File: src/rtl/pin_func_pkg.sv
package pin_func_pkg;
  localparam int NUM_FUNCS = 5;
  localparam int FUNC_W    = 3;
  localparam int ADDR_W    = 8;

  typedef enum logic [FUNC_W-1:0] {
    FN_GPIO = 3'd0,
    FN_F1   = 3'd1,
    FN_F2   = 3'd2,
    FN_F3   = 3'd3,
    FN_F4   = 3'd4,
    FN_F5   = 3'd5
  } func_e;

  // select register offsets, index = priority (0 highest)
  localparam logic [ADDR_W-1:0] SEL_ADDR [NUM_FUNCS] = '{8'h14, 8'h8C, 8'h94, 8'h9C, 8'hA4};
  localparam logic [ADDR_W-1:0] PULL_ADDR = 8'hAC;
endpackage

File: src/rtl/pfs_regs.sv
module pfs_regs
  import pin_func_pkg::*;
#(
  parameter int NUM_PINS = 32
) (
  input  logic                               clk_i,
  input  logic                               rst_ni,
  input  logic                               req_valid_i,
  input  logic                               req_write_i,
  input  logic [ADDR_W-1:0]                  req_addr_i,
  input  logic [NUM_PINS-1:0]                req_wdata_i,
  output logic [NUM_PINS-1:0]                rsp_rdata_o,
  output logic [NUM_FUNCS-1:0][NUM_PINS-1:0] sel_o,
  output logic [NUM_PINS-1:0]                pull_o
);
  logic [NUM_FUNCS-1:0][NUM_PINS-1:0] sel_q;
  logic [NUM_PINS-1:0]                pull_q;
  logic [NUM_PINS-1:0]                rdata_q;
  logic [NUM_PINS-1:0]                rd_mux;
  logic [NUM_FUNCS-1:0]               hit_sel;
  logic                               hit_pull;
  logic                               hit_any;
  logic                               wr_en;
  logic                               rd_en;

  assign wr_en    = req_valid_i && req_write_i;
  assign rd_en    = req_valid_i && !req_write_i;
  assign hit_pull = (req_addr_i == PULL_ADDR);

  for (genvar k = 0; k < NUM_FUNCS; k++) begin : g_dec
    assign hit_sel[k] = (req_addr_i == SEL_ADDR[k]);

    always_ff @(posedge clk_i or negedge rst_ni) begin
      if (!rst_ni)                 sel_q[k] <= '0;
      else if (wr_en && hit_sel[k]) sel_q[k] <= req_wdata_i;
    end
  end

  assign hit_any = |hit_sel || hit_pull;

  always_ff @(posedge clk_i or negedge rst_ni) begin
    if (!rst_ni)               pull_q <= '0;
    else if (wr_en && hit_pull) pull_q <= req_wdata_i;
  end

  always_comb begin
    rd_mux = '0;
    for (int k = 0; k < NUM_FUNCS; k++)
      if (hit_sel[k]) rd_mux = sel_q[k];
    if (hit_pull) rd_mux = pull_q;
  end

  always_ff @(posedge clk_i or negedge rst_ni) begin
    if (!rst_ni) rdata_q <= '0;
    else         rdata_q <= rd_en ? rd_mux : '0;
  end

  assign rsp_rdata_o = rdata_q;
  assign sel_o       = sel_q;
  assign pull_o      = pull_q;

  AST_RDATA_IDLE: assert property (@(posedge clk_i) disable iff (!rst_ni)
    !rd_en |=> rsp_rdata_o == '0);
  AST_UNDEF_READ_ZERO: assert property (@(posedge clk_i) disable iff (!rst_ni)
    (rd_en && !hit_any) |=> rsp_rdata_o == '0);
  AST_UNDEF_WRITE_HOLD: assert property (@(posedge clk_i) disable iff (!rst_ni)
    (wr_en && !hit_any) |=> ($stable(sel_q) && $stable(pull_q)));
endmodule

File: src/rtl/pfs_resolve.sv
module pfs_resolve
  import pin_func_pkg::*;
#(
  parameter int NUM_PINS = 32
) (
  input  logic                               clk_i,
  input  logic                               rst_ni,
  input  logic [NUM_FUNCS-1:0][NUM_PINS-1:0] sel_i,
  output logic [NUM_PINS*FUNC_W-1:0]         code_o
);
  for (genvar p = 0; p < NUM_PINS; p++) begin : g_pin
    logic [NUM_FUNCS-1:0] bits;
    func_e                code;

    for (genvar k = 0; k < NUM_FUNCS; k++) begin : g_col
      assign bits[k] = sel_i[k][p];
    end

    always_comb begin
      if      (bits[0]) code = FN_F1;
      else if (bits[1]) code = FN_F2;
      else if (bits[2]) code = FN_F3;
      else if (bits[3]) code = FN_F4;
      else if (bits[4]) code = FN_F5;
      else              code = FN_GPIO;
    end

    assign code_o[p*FUNC_W +: FUNC_W] = code;

    AST_GPIO_FALLBACK: assert property (@(posedge clk_i) disable iff (!rst_ni)
      (bits == '0) |-> code_o[p*FUNC_W +: FUNC_W] == 3'd0);
    AST_TOP_WINS: assert property (@(posedge clk_i) disable iff (!rst_ni)
      bits[0] |-> code_o[p*FUNC_W +: FUNC_W] == 3'd1);
    AST_CODE_RANGE: assert property (@(posedge clk_i) disable iff (!rst_ni)
      code_o[p*FUNC_W +: FUNC_W] <= 3'd5);
  end
endmodule

File: src/rtl/pfs_padmux.sv
module pfs_padmux
  import pin_func_pkg::*;
#(
  parameter int NUM_PINS = 32
) (
  input  logic [NUM_PINS*FUNC_W-1:0]    code_i,
  input  logic [NUM_PINS-1:0]           gpio_out_i,
  input  logic [NUM_PINS-1:0]           gpio_oe_i,
  input  logic [NUM_FUNCS*NUM_PINS-1:0] periph_out_i,
  input  logic [NUM_FUNCS*NUM_PINS-1:0] periph_oe_i,
  output logic [NUM_PINS-1:0]           pad_out_o,
  output logic [NUM_PINS-1:0]           pad_oe_o
);
  for (genvar p = 0; p < NUM_PINS; p++) begin : g_pin
    logic [NUM_FUNCS-1:0] f_out, f_oe;
    logic [FUNC_W-1:0]    code;

    assign code = code_i[p*FUNC_W +: FUNC_W];

    for (genvar k = 0; k < NUM_FUNCS; k++) begin : g_src
      assign f_out[k] = periph_out_i[k*NUM_PINS + p];
      assign f_oe[k]  = periph_oe_i[k*NUM_PINS + p];
    end

    // GPIO drive is dropped as soon as any peripheral owns the pin
    always_comb begin
      pad_out_o[p] = 1'b0;
      pad_oe_o[p]  = 1'b0;
      if (code == FN_GPIO) begin
        pad_out_o[p] = gpio_out_i[p];
        pad_oe_o[p]  = gpio_oe_i[p];
      end else begin
        for (int k = 0; k < NUM_FUNCS; k++)
          if (code == FUNC_W'(k + 1)) begin
            pad_out_o[p] = f_out[k];
            pad_oe_o[p]  = f_oe[k];
          end
      end
    end
  end
endmodule

File: src/rtl/pin_func_sel.sv
module pin_func_sel
  import pin_func_pkg::*;
#(
  parameter int NUM_PINS = 32
) (
  input  logic                          clk_i,
  input  logic                          rst_ni,
  input  logic                          req_valid_i,
  input  logic                          req_write_i,
  input  logic [7:0]                    req_addr_i,
  input  logic [NUM_PINS-1:0]           req_wdata_i,
  output logic [NUM_PINS-1:0]           rsp_rdata_o,
  input  logic [NUM_PINS-1:0]           gpio_out_i,
  input  logic [NUM_PINS-1:0]           gpio_oe_i,
  input  logic [5*NUM_PINS-1:0]         periph_out_i,
  input  logic [5*NUM_PINS-1:0]         periph_oe_i,
  output logic [NUM_PINS-1:0]           pad_out_o,
  output logic [NUM_PINS-1:0]           pad_oe_o,
  output logic [NUM_PINS-1:0]           pull_sel_o,
  output logic [3*NUM_PINS-1:0]         func_code_o
);
  logic [NUM_FUNCS-1:0][NUM_PINS-1:0] sel;
  logic [NUM_PINS*FUNC_W-1:0]         code;

  pfs_regs #(.NUM_PINS(NUM_PINS)) u_regs (
    .clk_i       (clk_i),
    .rst_ni      (rst_ni),
    .req_valid_i (req_valid_i),
    .req_write_i (req_write_i),
    .req_addr_i  (req_addr_i),
    .req_wdata_i (req_wdata_i),
    .rsp_rdata_o (rsp_rdata_o),
    .sel_o       (sel),
    .pull_o      (pull_sel_o)
  );

  pfs_resolve #(.NUM_PINS(NUM_PINS)) u_resolve (
    .clk_i  (clk_i),
    .rst_ni (rst_ni),
    .sel_i  (sel),
    .code_o (code)
  );

  pfs_padmux #(.NUM_PINS(NUM_PINS)) u_padmux (
    .code_i       (code),
    .gpio_out_i   (gpio_out_i),
    .gpio_oe_i    (gpio_oe_i),
    .periph_out_i (periph_out_i),
    .periph_oe_i  (periph_oe_i),
    .pad_out_o    (pad_out_o),
    .pad_oe_o     (pad_oe_o)
  );

  assign func_code_o = code;

  for (genvar p = 0; p < NUM_PINS; p++) begin : g_chk
    AST_PAD_GPIO_OE: assert property (@(posedge clk_i) disable iff (!rst_ni)
      (func_code_o[p*3 +: 3] == 3'd0) |-> (pad_oe_o[p] == gpio_oe_i[p]));
    AST_PAD_PERIPH_OE: assert property (@(posedge clk_i) disable iff (!rst_ni)
      (func_code_o[p*3 +: 3] == 3'd1) |-> (pad_oe_o[p] == periph_oe_i[p]));
  end
endmodule

File: config.mk
export PLATFORM = sky130hd
export DESIGN_NAME = pin_func_sel
export DESIGN_NICKNAME = d
export VERILOG_FILES = /design/src/rtl/pin_func_pkg.sv /design/src/rtl/pfs_regs.sv /design/src/rtl/pfs_resolve.sv /design/src/rtl/pfs_padmux.sv /design/src/rtl/pin_func_sel.sv
export SDC_FILE = /design/constraint.sdc
export NUM_CORES = 1
export LEC_CHECK = 0
export BUFFER_PORTS_ARGS = -buffer_cell sky130_fd_sc_hd__clkbuf_2
export CAP_MARGIN = 15
export CORE_AREA = 3 3 252 254
export CTS_BUF_LIST = sky130_fd_sc_hd__clkbuf_4
export DETAILED_ROUTE_END_ITERATION = 6
export DIE_AREA = 0 0 255 257
export SETUP_SLACK_MARGIN = 0.05
export SYNTH_ARGS = -nofsm -noshare
export SYNTH_HDL_FRONTEND = slang
export SYNTH_SLANG_ARGS = --single-unit
export TNS_END_PERCENT = 10
File: constraint.sdc
create_clock -name clk_i -period 1.7 [get_ports clk_i]
set_input_delay 0.085 -clock clk_i [delete_from_list [all_inputs] [get_ports clk_i]]
set_output_delay 0.085 -clock clk_i [all_outputs]
set_load 0.03 [all_outputs]
* Yosys cells after proc, flatten, opt, wreduce, memory -nomap -nowiden
Cells that the tools add are included.
** Cells by class
- Mux-type cells :: 551
- Equal/unequal tests :: 166
- Reduce and logical (&&, ||, !) cells :: 41
** Operators with widths (number)
- $mux 3 :: 160
- $mux 1 :: 384
- $mux 32 :: 7
- $eq 3x2->1 const B :: 64
- $eq 3x3->1 const B :: 64
- $eq 3x1->1 const B :: 32
- $logic_not 3->1 :: 32
- $eq 8x8->1 const B :: 5
- $eq 8x5->1 const B :: 1
- $logic_and 1x1->1 :: 8
- $logic_not 1->1 :: 1
** Storage, ports and cells
- Register bits :: 224
- Input bits :: 428
- Logic and storage cells :: 765

* Depth between registers and ports, before layout
Gate-level depths: netlist of the first run.
- Depth in word-level cells :: 12
- Mapped depth :: 6
- Gate-level depth less buffers :: 4

* Cells and area by module
From an unflattened synthesis of the first run, not the netlist that was laid out.
** Second synthesis, totals
- Cells, all modules :: 1496
- Area, all modules :: 14662.8 um^2
** Modules (own cells, without submodules)
- pfs_regs :: area an instance 9730.6 um^2, times used 1, cells each 744, sequential area each 5605.4 um^2
- pfs_padmux :: area an instance 3731.1 um^2, times used 1, cells each 528, sequential area each 0.0 um^2
- pfs_resolve :: area an instance 1201.2 um^2, times used 1, cells each 224, sequential area each 0.0 um^2

* Worst setup path before layout of the first run
Ideal clock, no wire load.
- Path type :: reg2out
- Start :: reg u_regs.sel_q, in the netlist u_regs.sel_o[49]
- End :: out pad_oe_o[17]
- Arrival time :: 1527 ps
- Stages on the path, launching flop included :: 6
- Path slack :: 88 ps
- Path buffers :: 1
- Cells stage by stage :: dfrtp_1 -> clkbuf_1 -> nor2b_1 -> nor3_1 -> a21oi_1 -> o21ai_0
** Between the ends
- Longest elaborated chain between the ends :: 9
** RTL lines
- start, declared :: RTL line pfs_regs.sv:16 : logic [NUM_FUNCS-1:0][NUM_PINS-1:0] sel_q;
- start signal, assigned by index :: RTL line pfs_regs.sv:35 : else if (wr_en && hit_sel[k]) sel_q[k] <= req_wdata_i;
- $mux 3 (*) :: RTL line pfs_resolve.sv:21 : else if (bits[1]) code = FN_F2;
- $mux 3 (*) :: RTL line pfs_resolve.sv:20 : if (bits[0]) code = FN_F1;
- $eq 3x1->1 :: RTL line pfs_padmux.sv:34 : if (code == FUNC_W'(k + 1)) begin
- $mux 1 (5 in series) :: RTL line pfs_padmux.sv:34
- $mux 1 (*) :: RTL line pfs_padmux.sv:29 : if (code == FN_GPIO) begin
- end, declared :: RTL line pin_func_sel.sv:18 : output logic [NUM_PINS-1:0] pad_oe_o,
Every way passes the cells marked *; elsewhere a longest branch is shown, timed or not.

* Final worst setup path of the first run
- Start :: reg u_regs.sel_q, in the netlist u_regs.sel_o[41]
- End :: out pad_oe_o[9]
Same word-level chain as after synthesis.

==> summary.md, run 1 <==
| Metric | Value |
|---|---|
| Crit start category | `flop` |
| Number of buffers created by CTS | `68` |
| Skew final | `0.0309 ns` |
| Fin crit share | `1.40` |
| Synth warnings | `0` |
| Layout Nets | `2,762` |
| CP Class | `reg -> out` |
| Total core area | `61,500 sq um` |
| Port Buf Inserts | `651` |
| Routed wl met2 | `31.9 mm` |
| Residual DRC | `0` |
| Met3 wire len | `5.13 mm` |
| Sum of net half-perimeters after detailed placement | `48.8 mm` |
| Worst path required time | `1.62 ns` |
| Fillers | `6,200` |
| Post-synth EDFFs | `0` |
| Post-synth net total | `1,926` |
| Drt via density | `5.03` |
| Slew HR | `0.721` |
| Maximum clock path buffer count | `3` |
| Gate power share | `0.292` |
| Gr ovfl total | `0` |
| Die Area | `65,500 sq um` |
| Share of cells above drive strength 1 | `0.596` |
| Lkg Pwr | `0.0112 uW` |
| Switching power of the nets | `4840 uW` |
| TNS Setup | `-38.37 ns` |
| Worst-Skew Late Latency | `0.74 ns` |
| First-pass GRT wire length | `97.6 mm` |
| Routed len/inst | `21.0 microns` |
| Reg power frac | `0.380` |
| Clk sink count | `224` |
| Hold EP | `u_regs.rsp_rdata_o[29]` |
| Initial Utilization | `0.227` |
| Power per cell area | `641 nW/um^2` |
| GPL Wtd Cong | `0.926` |
| Drt pass-1 iters | `5` |
| Violated checks | `negative setup slack` |
| Register clock-pin slew on the reported worst setup and hold paths | `0.06 ns` |
| Cell breakdown of the critical path | `or3_4 -> a221o_1 -> a22o_4 -> clkbuf_8` |
| Worst vdd ir | `0.000296 V` |
| H-tree levels | `3` |
| Clock power frac | `0.328` |
| Hold path cells | `4` |
| Final WL | `66.3 mm` |
| Number of global-route vias before repair | `16,419` |
| RSZ-0062 raised after global routing | `true` |
| Area added between synthesis and finish | `64.9%` |
| Place WS | `-0.0694 ns` |
| Final setup margin | `-0.678 ns` |
| Int Pwr | `9910 uW` |
| Launch point of the worst hold path | `req_addr_i[6]` |
| Minimum clock period | `2.38 ns` |
| CP delay by family, top | `compound AO/OA/AOI/OAI gates` |
| Mapped Area | `13,900 sq um` |
| #FFs+latches synth | `224` |
| Slowest stage delay, CP | `0.42 ns` |
| Routed Antenna Nets | `0` |
| Highest Signal Layer | `met4` |
| TritonCTS clock tree | `yes` |
| Library cells used by synthesis | `38` |
| Final hold vios | `0` |
| Peak Freq | `420 MHz` |
| Largest net degree at the start of global routing | `56` |
| Switching share of total power | `0.328` |
| Root Driver | `clkbuf_4` |
| Mapped Cells | `1,498` |
| Overall routing resource usage | `0.196` |
| Iter 0 DRT Violations | `735` |
| Slew @ Worst Pin | `0.413 ns` |
| CP Max Fanout | `4` |
| Outcome | `finished, violations left` |
| CP max stage cell | `or3_4` |
| # IOs | `652` |
| Nature of the critical path endpoint | `primary output` |
| Reg2reg start | `u_regs.sel_o[62]` |
| Worst Path Arrival | `2.29 ns` |
| Sequential-to-total area share from yosys stat | `0.402` |
| Vias post-DR | `15,925` |
| R2R cell count | `4` |
| Reg-to-reg critical path endpoint | `u_regs.rsp_rdata_o[30]` |
| R2r setup slk | `0.45 ns` |
| Die height | `257 microns` |
| Hold crit path type | `in -> reg` |
| Die X | `255 microns` |
| Wire length on met1 | `26.3 mm` |
| Max-Cap Viols | `0` |
| Crit path buffers/inverters | `1` |
| Final setup fails | `132` |
| Initial antenna violation count | `3` |
| Syn_area_per_cell | `9.31 sq um` |
| Post-synth ARST share | `1.00` |
| Final Slew Violations | `0` |
| Post-synth top flop | `dfrtp_1` |
| Row Count | `91` |
-- flip-flops by register name, summed over array words and instances (netlist names) --
name,flops
u_regs.rsp_rdata_o,32
u_regs.pull_o,32
u_regs.sel_o,160
-- through the flow --
stage | hold slack, ns | power (uW) | instances | utilization | cell area [sq um]
global route | 0.0821 | 15600 | 3163 | 0.374 | 23000
floorplan | -0.211 | 7480 | 1498 | - | 13900
global placement | -0.00786 | 9090 | 3003 | 0.315 | 19400
detailed placement | -0.00619 | 9100 | 3003 | 0.315 | 19400
finish | 0.144 | 14700 | 3163 | 0.374 | 23000
CTS | 0.000374 | 14800 | 3153 | 0.364 | 22400
-- layout make-up --
type	instances	area [sq um]	share of cell area
Multi-Input combinational cell	1155	9130	0.397
Timing Repair Buffer	877	6430	0.279
Sequential cell	224	5670	0.246
Tap cell	790	988	0.0430
Clock buffer	93	698	0.0304
Clock inverter	10	43.8	0.00190
Inverter	8	32.5	0.00141
Antenna cell	6	15.0	0.000653
-- layout by cell type (no fill, tap or decap), drive strengths merged --
cell	count
or4b	1
inv	11
o21bai	25
clkbuf	664
nand3	5
or2	1
or3	32
and4bb	2
nor2	214
dfrtp	224
mux2	192
a21oi	80
a22o	14
dlygate4sd3	43
nor2b	82
clkinv	6
nor4b	3
a21o	2
nor3	83
buf	263
a221o	16
and2b	1
a22oi	2
a2bb2oi	60
clkinvlp	1
nand2b	15
nor3b	51
a211oi	30
mux2i	4
nor4	2
nand2	69
o22ai	14
a221oi	50
and2	2
diode	6
and3	2
o21ai	71
o221ai	30
-- cells by family after synthesis --
group | synth area share
AOI/OAI and AO/OA | 0.200
muxes | 0.158
and+or+nand+nor | 0.203
DFF | 0.402
buffers and inverters | 0.0371
-- metal layers --
layer	up-vias	global-route usage
li1	7275	-
met1	7748	0.230
met2	742	0.327
met3	160	0.0517
met4	0	0.0988
met5	-	0
-- cell usage after synthesis (all sizes together) (25+ instances only) --
cell	n	area, sq um
dfrtp	224	5610
nor2	214	803
mux2	192	2160
clkbuf	85	319
nor3	83	415
nor2b	82	513
a21oi	80	400
o21ai	71	355
nand2	69	259
a2bb2oi	60	526
nor3b	51	383
a221oi	50	438
or3	32	200
a211oi	30	225
o221ai	30	263
buf	26	168
o21bai	25	188
-- power groups by stage --
stage / registers, uW / clock network, uW / logic (uW)
after floorplan: 5690 / 0 / 1790
after global placement: 5660 / 0 / 3430
after detailed placement: 5660 / 0 / 3430
after CTS: 5600 / 5060 / 4090
after global routing: 5620 / 5370 / 4600
final: 5610 / 4840 / 4300
-- tightest hold or removal path: cells and delay by family --
kind / cells / cell delay [ns]
compound gates: 1 / 0.28
buf+inv: 1 / 0.16
simple gates: 2 / 0.29
-- how the worst max path moves through the flow --
stage | startpoint | end | slack (ns) | depth (start not counted)
2_1_floorplan | u_regs.sel_o[49] | pad_oe_o[17] | 0.09 | 5
3_3_place_gp | req_addr_i[5] | u_regs.rsp_rdata_o[8] | -0.11 | 8
3_5_place_dp | req_addr_i[5] | u_regs.rsp_rdata_o[17] | -0.07 | 8
5_1_grt | u_regs.sel_o[64] | pad_oe_o[0] | -0.86 | 4
6_report | u_regs.sel_o[41] | pad_oe_o[9] | -0.68 | 4
4_1_cts | u_regs.sel_o[41] | pad_oe_o[9] | -0.77 | 4
-- repair_timing --
item,in CTS,in global routing
resized for setup,540,221
endpoints found under the setup margin,160,171
setup buffers,3,4
hold buffers,44,0
hold endpoints to repair,448,0
pin swaps,39,34
Power figures use the tool's default switching activity.
==> run 2, diff against run 1 <==
Settings changed: CORE_AREA 3 3 252 254 to 3 3 251 253, DIE_AREA 0 0 255 257 to 0 0 254 256.
Clock period 1.7 ns to 2.15 ns, I/O delays scaled along.
==> summary.md, run 2 (synthesized netlist as in run 1, its figures left out) <==
| Metric | Value |
|---|---|
| Outcome | `finished, violations left (unchanged)` |
| Violated checks | `negative setup slack (unchanged)` |
| Nature of the critical path endpoint | `primary output (unchanged)` |
| CP delay by family, top | `compound AO/OA/AOI/OAI gates (unchanged)` |
| Switching share of total power | `0.326 (was 0.328)` |
| Cell breakdown of the critical path | `or3_4 -> a221o_1 -> a22o_4 -> buf_8 (was or3_4 -> a221o_1 -> a22o_4 -> clkbuf_8)` |
| CP Class | `reg -> out (unchanged)` |
| Layout Nets | `2,688 (was 2,762)` |
| Most frequent cells in the layout | `542 x clkbuf_2, 198 x nor2_1, 189 x mux2_2 (was 489 x clkbuf_2, 189 x mux2_2, 176 x dfrtp_1)` |
| Most common cell after layout, fill and taps aside | `clkbuf_2 (unchanged)` |
| Switching power of the nets | `3860 uW (was 4840 uW)` |
| Initial Utilization | `0.228 (was 0.227)` |
| Power per cell area | `552 nW/um^2 (was 641 nW/um^2)` |
| Final setup fails | `53 (was 132)` |
| Maximum clock path buffer count | `3 (unchanged)` |
| Share of cells above drive strength 1 | `0.575 (was 0.596)` |
| Hold crit path type | `in -> reg (unchanged)` |
| Highest Signal Layer | `met5 (was met4)` |
| Worst Path Arrival | `2.25 ns (was 2.29 ns)` |
| Overall routing resource usage | `0.189 (was 0.196)` |
| Initial antenna violation count | `5 (was 3)` |
| Register clock-pin slew on the reported worst setup and hold paths | `0.06 ns (about the same)` |
| R2R cell count | `4 (unchanged)` |
| H-tree levels | `3 (unchanged)` |
| First-pass GRT wire length | `93.9 mm (was 97.6 mm)` |
| Vias post-DR | `15,548 (was 15,925)` |
| Root Driver | `clkbuf_4 (unchanged)` |
| Wire length on met1 | `25.8 mm (was 26.3 mm)` |
| Minimum clock period | `2.36 ns` |
| Sum of net half-perimeters after detailed placement | `48.3 mm (was 48.8 mm)` |
| Die X | `254 microns (was 255 microns)` |
| Int Pwr | `7990 uW (was 9910 uW)` |
| GPL Wtd Cong | `0.929 (was 0.926)` |
| Area added between synthesis and finish | `54.0% (was 64.9%)` |
| Met3 wire len | `5.19 mm (was 5.13 mm)` |
| Die height | `256 microns (was 257 microns)` |
| Slowest stage delay, CP | `0.42 ns (about the same)` |
| Final setup margin | `-0.207 ns (was -0.678 ns)` |
| Final hold vios | `0 (unchanged)` |
| Reg2reg start | `u_regs.sel_o[61] (was u_regs.sel_o[62])` |
| Reg power frac | `0.379 (was 0.380)` |
| Die Area | `65,000 sq um (was 65,500 sq um)` |
| # IOs | `652 (unchanged)` |
| Lkg Pwr | `0.0106 uW (was 0.0112 uW)` |
| Number of global-route vias before repair | `15,618 (was 16,419)` |
| Routed Antenna Nets | `0 (unchanged)` |
| Reg-to-reg critical path endpoint | `u_regs.rsp_rdata_o[29] (was u_regs.rsp_rdata_o[30])` |
| Worst path required time | `2.04 ns (was 1.62 ns)` |
| Drt via density | `5.01 (was 5.03)` |
| RSZ-0062 raised after global routing | `true (unchanged)` |
| Fillers | `6,312 (was 6,200)` |
| Clock power frac | `0.361 (was 0.328)` |
| Peak Freq | `424 MHz` |
| Largest net degree at the start of global routing | `67 (was 56)` |
| Port Buf Inserts | `651 (unchanged)` |
| Worst vdd ir | `0.000278 V (was 0.000296 V)` |
| Routed len/inst | `20.8 microns (was 21.0 microns)` |
| Fin Hold WS | `0.156 ns (was 0.144 ns)` |
| Sequential Area | `5720 sq um (was 5670 sq um)` |
| Number of buffers created by CTS | `68 (unchanged)` |
| Fin crit share | `1.10` |
| Row Count | `91 (unchanged)` |
| Final Slew Violations | `0 (unchanged)` |
| Place WS | `0.267 ns (was -0.0694 ns)` |
| CP startpoint | `u_regs.sel_o[9] (was u_regs.sel_o[41])` |
| Number of flip-flops in the largest register | `160 (unchanged)` |
| Clk sink count | `224 (unchanged)` |
| Iter 0 DRT Violations | `880 (was 735)` |
| CP max stage cell | `or3_4 (unchanged)` |
| Routed wl met2 | `31.0 mm (was 31.9 mm)` |
| Residual DRC | `0 (unchanged)` |
| Core Util, Final | `0.351 (was 0.374)` |
| Final WL | `64.5 mm (was 66.3 mm)` |
| Skew final | `0.0260 ns (was 0.0309 ns)` |
| Gr ovfl total | `0 (unchanged)` |
| Crit path to | `pad_oe_o[9] (unchanged)` |
| Slew @ Worst Pin | `1.03 ns (was 0.413 ns)` |
| Total core area | `61,300 sq um (was 61,500 sq um)` |
| Critical path depth | `4 (unchanged)` |
| Max-Cap Viols | `0 (unchanged)` |
| Drt pass-1 iters | `5 (unchanged)` |
| Worst-Skew Late Latency | `0.72 ns (was 0.74 ns)` |
| TritonCTS clock tree | `yes (unchanged)` |
| Gate power share | `0.260 (was 0.292)` |
| Crit start category | `flop (unchanged)` |
| CP Max Fanout | `4 (unchanged)` |
| Multi-input logic area | `8740 sq um (was 9130 sq um)` |
| Slew HR | `0.311 (was 0.721)` |
| Total design power | `11,800 uW (was 14,700 uW)` |
| R2r setup slk | `0.82 ns (was 0.45 ns)` |
| Crit path buffers/inverters | `1 (unchanged)` |
## run 2: layout make-up
type                            count  share of cell area
Inverter                            8             0.00140
Timing Repair Buffer              803               0.238
Clock buffer                      103              0.0360
Antenna cell                        1            0.000117
Tap cell                          790              0.0460
Sequential cell                   224               0.267
Multi-Input combinational cell   1155               0.407
Clock inverter                     17             0.00542
## run 2: worst register-to-register path, stage by stage, from the launching register on
cell and delay [ns]:
dfrtp_1 0.39, buf_4 0.18, a21o_1 0.15, a221o_1 0.30
and3_1 0.19
## run 2: how the worst min path moves through the flow
stage,start,to,depth (start not counted)
5_1_grt,req_addr_i[5],u_regs.rsp_rdata_o[5],5
6_report,req_addr_i[5],u_regs.sel_o[149],4
3_5_place_dp,rst_ni,u_regs.sel_o[30],1
4_1_cts,req_addr_i[5],u_regs.rsp_rdata_o[24],5
2_1_floorplan,rst_ni,u_regs.pull_o[0],0
3_3_place_gp,rst_ni,u_regs.sel_o[30],1
## run 2: metal layers
metal | vias up | GRT usage
li1 | 7147 | -
met1 | 7546 | 0.224
met2 | 717 | 0.319
met3 | 130 | 0.0521
met4 | 8 | 0.0828
met5 | - | 0
## run 2: power by group through the flow
| stage | combinational [uW] | clock (uW) | sequential (uW) |
|---|---|---|---|
| final | 3080 | 4280 | 4490 |
| after CTS | 2980 | 4470 | 4470 |
| after detailed placement | 2550 | 0 | 4540 |
| after global routing | 3280 | 4700 | 4500 |
| after global placement | 2550 | 0 | 4540 |
| after floorplan | 1410 | 0 | 4500 |
## run 2: per-stage QoR
step / std cells / TNS, ns / instance area [sq um]
global placement: 2901 / 0 / 18400
finish: 3101 / -4.34 / 21500
floorplan: 1498 / 0 / 13900
detailed placement: 2901 / 0 / 18400
CTS: 3082 / -14.28 / 21000
global route: 3101 / -16.02 / 21500
## run 2: repair_timing
action	in CTS	in global routing
pin swaps	28	23
hold buffers	42	0
setup endpoints to repair	111	120
resized for setup	364	154
buffers inserted	19	18
hold endpoints to repair	448	0
